===== src/rtl/ppq_req_ctl.sv =====
module ppq_req_ctl #(
  parameter int DEPTH     = 16,
  parameter int BURST_MAX = 32,
  parameter int CLK_MHZ   = 50,
  parameter int IDLE_NS   = 350
) (
  input  logic                         clk,
  input  logic                         rst,
  input  logic [$clog2(DEPTH+1)-1:0]   fifo_level,
  input  logic                         dma_ack,
  input  logic                         term_cnt,
  input  logic                         host_rd,
  input  logic                         rev_dir,
  input  logic                         dma_en,
  input  logic                         svc_bit,
  input  logic [$clog2(DEPTH+1)-1:0]   thr_fld,
  output logic                         dma_req,
  output logic                         irq,
  output logic                         svc_set
);
  localparam int CNT_W    = $clog2(DEPTH+1);
  localparam int BW       = $clog2(BURST_MAX+1);
  localparam int IDLE_CYC = (IDLE_NS*CLK_MHZ + 999) / 1000;
  localparam int IW       = $clog2(IDLE_CYC+1);

  logic          ack_q, svc_q, holdoff, tc_lock, tc_irq, last_hold;
  logic [BW-1:0] burst_cnt;
  logic [IW-1:0] idle_cnt;

  wire ack_rise = dma_ack & ~ack_q;
  wire ack_fall = ~dma_ack & ack_q;
  wire tc_now   = term_cnt & dma_ack;
  wire is_last  = fifo_level == CNT_W'(1);
  wire last_drop = is_last & (ack_rise | host_rd | last_hold);
  wire dma_ok   = rev_dir & dma_en & ~svc_bit;

  wire req_base = dma_ok & (fifo_level != '0) & ~holdoff & ~tc_lock
                & ~tc_now & ~last_drop;
  wire cap_hit  = req_base & ack_fall & (burst_cnt == BW'(BURST_MAX-1));

  wire [CNT_W-1:0] thr_eff = (thr_fld > CNT_W'(DEPTH-1)) ? CNT_W'(DEPTH-1) : thr_fld;
  wire [CNT_W:0]   need    = (CNT_W+1)'(DEPTH) - {1'b0, thr_eff};
  wire pio_irq = rev_dir & ~dma_en & ~svc_bit & ({1'b0, fifo_level} >= need);

  assign dma_req = req_base & ~cap_hit;
  assign irq     = tc_irq | pio_irq;
  assign svc_set = tc_now;

  always_ff @(posedge clk) begin
    if (rst) begin
      ack_q     <= 1'b0;
      svc_q     <= 1'b0;
      holdoff   <= 1'b0;
      tc_lock   <= 1'b0;
      tc_irq    <= 1'b0;
      last_hold <= 1'b0;
      burst_cnt <= '0;
      idle_cnt  <= '0;
    end else begin
      ack_q     <= dma_ack;
      svc_q     <= svc_bit;
      last_hold <= is_last & (ack_rise | host_rd | last_hold);

      if (tc_now)       tc_lock <= 1'b1;
      else if (svc_bit) tc_lock <= 1'b0;

      if (tc_now)                tc_irq <= 1'b1;
      else if (svc_q & ~svc_bit) tc_irq <= 1'b0;

      if (!req_base)     burst_cnt <= '0;
      else if (ack_fall) burst_cnt <= burst_cnt + BW'(1);

      if (cap_hit) begin
        holdoff  <= 1'b1;
        idle_cnt <= IW'(1);
      end else if (holdoff) begin
        if (dma_ack)                            idle_cnt <= '0;
        else if (idle_cnt >= IW'(IDLE_CYC-1))   holdoff  <= 1'b0;
        else                                    idle_cnt <= idle_cnt + IW'(1);
      end
    end
  end
endmodule


===== config.mk =====
export PLATFORM = sky130hd
export DESIGN_NAME = ppq_req_ctl
export DESIGN_NICKNAME = d
export VERILOG_FILES = /design/src/rtl/ppq_req_ctl.sv
export SDC_FILE = /design/constraint.sdc
export NUM_CORES = 1
export LEC_CHECK = 0
export BUFFER_PORTS_ARGS = -buffer_cell sky130_fd_sc_hd__buf_2
export CAP_MARGIN = 25
export CORE_MARGIN = 3
export CORE_UTILIZATION = 57
export DETAILED_ROUTE_END_ITERATION = 16
export GPL_ROUTABILITY_DRIVEN = 0
export PLACE_DENSITY = 0.89
export SYNTH_ARGS = -nofsm -noshare
export SYNTH_HDL_FRONTEND = slang
export SYNTH_SLANG_ARGS = --single-unit

===== constraint.sdc =====
create_clock -name clk -period 3.2 [get_ports clk]
set_clock_uncertainty 0.15 [all_clocks]
set_input_delay 0.32 -clock clk [delete_from_list [all_inputs] [get_ports clk]]
set_output_delay 0.32 -clock clk [all_outputs]
set_load 0.02 [all_outputs]

==> summary.txt <==
Job
  – Max Cap Viol: 0

Placed design
  – Dpl hpwl: roughly 1700 um
  – Port Buffers: 20
  – Placed insts: 161

STA
  – Setup TNS Final: 0 ns
  – Fin crit share: between 70% and 80%
  – Worst-Margin Slew: 0.440 ns
  – Final min period: 2.29 ns
  – Final hold vios: 0
  – Setup-failing EPs final: 0
  – Final Slew Violations: 0
  – Achievable frequency: 0.436 GHz
  – Worst slew margin: 69.9%
  – RSZ-0062 raised after global routing: no

Global routing
  – Initial antenna violation count: 0
  – Largest net degree at the start of global routing: 12
  – First-pass GRT wire length: 3590 um
  – Vias in the first global route: 877
  – Tot GR Track Use: 19.1%
  – Grt ovf: 0

CTS
  – Worst-path clk slew: 0.09 ns
  – Post-CTS Resized: 0
  – Worst-Skew Late Latency: roughly 0.30 ns
  – CTS Buf Count: 3
  – CTS tree: built
  – H-tree depth: 1
  – Post-CTS setup buffers: 0
  – Clk root buf: clkbuf_4
  – CTS sink count: 17
  – Cts hold-fix bufs: 0
  – Clock Tree Buf Depth: 2

Floorplanning
  – Die Span X: 48.5 um
  – FP Rows: 14
  – Initial core utilization: between 60% and 70%
  – Total die area: 2350 sq um
  – I/O pin total: 21
  – CORE AREA: 1590 sq um
  – Die outline height: 48.5 um

Min path
  – Worst min path class: in -> reg

Yosys
  – Ys flop type: dfxtp_1
  – Sequential-to-total area share from yosys stat: approximately a third
  – Ys Warns: 0
  – Cells after synthesis: between 100 and 150
  – Cell Area, Synth: 1030 sq um
  – Syn_nets: 146
  – Synth async-reset ratio: 0%
  – Avg Inst Size Synth: ~8.6 sq um
  – Post-synth EDFFs: 0
  – Library cells used by synthesis: 34
  – Synthesis-stage register bit count: 17

Worst setup path
  – Arr. time, crit path: between 1.5 and 2 ns
  – Startpoint class of the critical path: primary input
  – Worst Path Required: roughly 2.7 ns
  – CP Capture Type: output pin
  – Max incr delay on CP: 0.30 ns
  – Crit Path Max Fanout: 4
  – WS Path Type: in -> out
  – Delay-heaviest family, CP: adder cells
  – CP max-delay cell: or2_2
  – Worst path buffer plus inverter count: 3
  – Cells along the critical path: buf_2 > or2_2 > inv_1 > ha_1 > xnor2_1 > ha_1 > nand2_1 > o21a_1 > o21ai_0 > buf_2

Detailed routing
  – Via density: 5.30
  – DRT Pass-1 Iters: 4
  – DRT Wirelength: 2040 um
  – Via count: 875
  – DRC Markers: 0
  – Routed Antenna Nets: 0
  – Iter 0 DRT Violations: 19
  – WL per Instance: between 10 and 15 um

Final layout
  – Area Growth Syn to Fin: 14.6%
  – Most frequent cells in the layout: buf_2, dfxtp_1, nor2_1
  – Reg area: 340 sq um
  – Commonest non-fill, non-tap cell in the layout: buf_2
  – Number of antenna diodes: 0
  – Multi-input gate area: 649 sq um
  – Final cell count without fillers: 165
  – Final net count: 169
  – FILL cells: between 100 and 150
  – Layout cells sized above 1: 23.4%

Power and ir drop
  – Pleak: 0.502 nW
  – VDD IR-drop max: approximately 320 uV
  – PD cells: 328 nW/um^2

Run status
  – Run status: finished clean
-- power breakdown --
group          total (mW)  internal [mW]  switching (mW)
sequential          0.216          0.214         0.00159
combinational      0.0565         0.0259          0.0306
clock               0.114         0.0466          0.0675
total               0.387          0.287          0.0997
-- synthesized netlist by cell type, drive strengths merged, types with 2 or more instances --
cell    count  share of area (%)
nor2b       4                2.4
nor2       14                5.1
dfxtp      17                 33
nand2b      8                4.9
nand3b      3                2.2
a21oi       8                3.9
or4         2                1.8
nor3        4                3.4
xnor2       3                2.6
clkbuf      2               0.73
inv         8                2.9
nand2       6                2.2
and3        3                2.3
o21ai       6                2.9
ha          9                 11
nand3       2               0.97
nand4       2                1.2
xor2        5                4.3
-- worst register-to-register path: cells and delay by family (launching register included) --
| kind | cells | cell delay [ns] |
|---|---|---|
| buf+inv | 1 | 0.08 |
| fa+ha+maj | 1 | 0.17 |
| flops | 1 | 0.39 |
| compound gates | 2 | 0.39 |
| simple gates | 2 | 0.62 |
-- cells by family after synthesis --
logic type | count (synthesis) | synth area share [%]
xor+xnor | 8 | 6.82
simple gates | 51 | 29.2
fa+ha+maj | 9 | 11.0
flops | 17 | 33.1
mux | 1 | 0.974
compound gates | 23 | 15.2
buf+inv | 10 | 3.65
-- state kept, by name (all words and copies together) (netlist names) --
signal	flops
burst_cnt	6
idle_cnt	5
ack_q	1
holdoff	1
last_hold	1
svc_q	1
tc_irq	1
tc_lock	1
-- area by class of cell --
class,instances,area share (%)
tap,24,2.55
timing repair buffer,20,8.50
clock buffer,3,1.91
inverter,8,2.55
multi-input combinational,92,55.2
sequential,17,28.9
clock inverter,1,0.425
-- metal layers --
layer	part of all wire (%)	GRT usage, %
met1	44	22.5
met5	0	0
met2	50	32.6
met4	0	4.74
met3	5.7	7.36
-- final timing paths --
path	startpoint	to	slack, ns	cells past startpoint
hold / removal	svc_bit	svc_q	0.13	2
setup reg to reg	idle_cnt[1]	idle_cnt[2]	1.34	6
setup / recovery	thr_fld[4]	irq	0.91	10
hold reg to reg	tc_irq	tc_irq	0.34	2
-- metrics by stage --
step	power [mW]	utilization (%)	worst slack (ns)	cell area [sq um]	hold slack, ns
3_3_place_gp	0.273	72.1	0.938	1150	0.317
3_5_place_dp	0.277	72.1	0.902	1150	0.322
4_1_cts	0.388	73.9	0.902	1180	0.132
6_report	0.387	73.9	0.907	1180	0.130
5_1_grt	0.406	73.9	0.805	1180	0.139
2_1_floorplan	0.254	-	0.886	1030	0.298
Power figures use the tool's default switching activity.
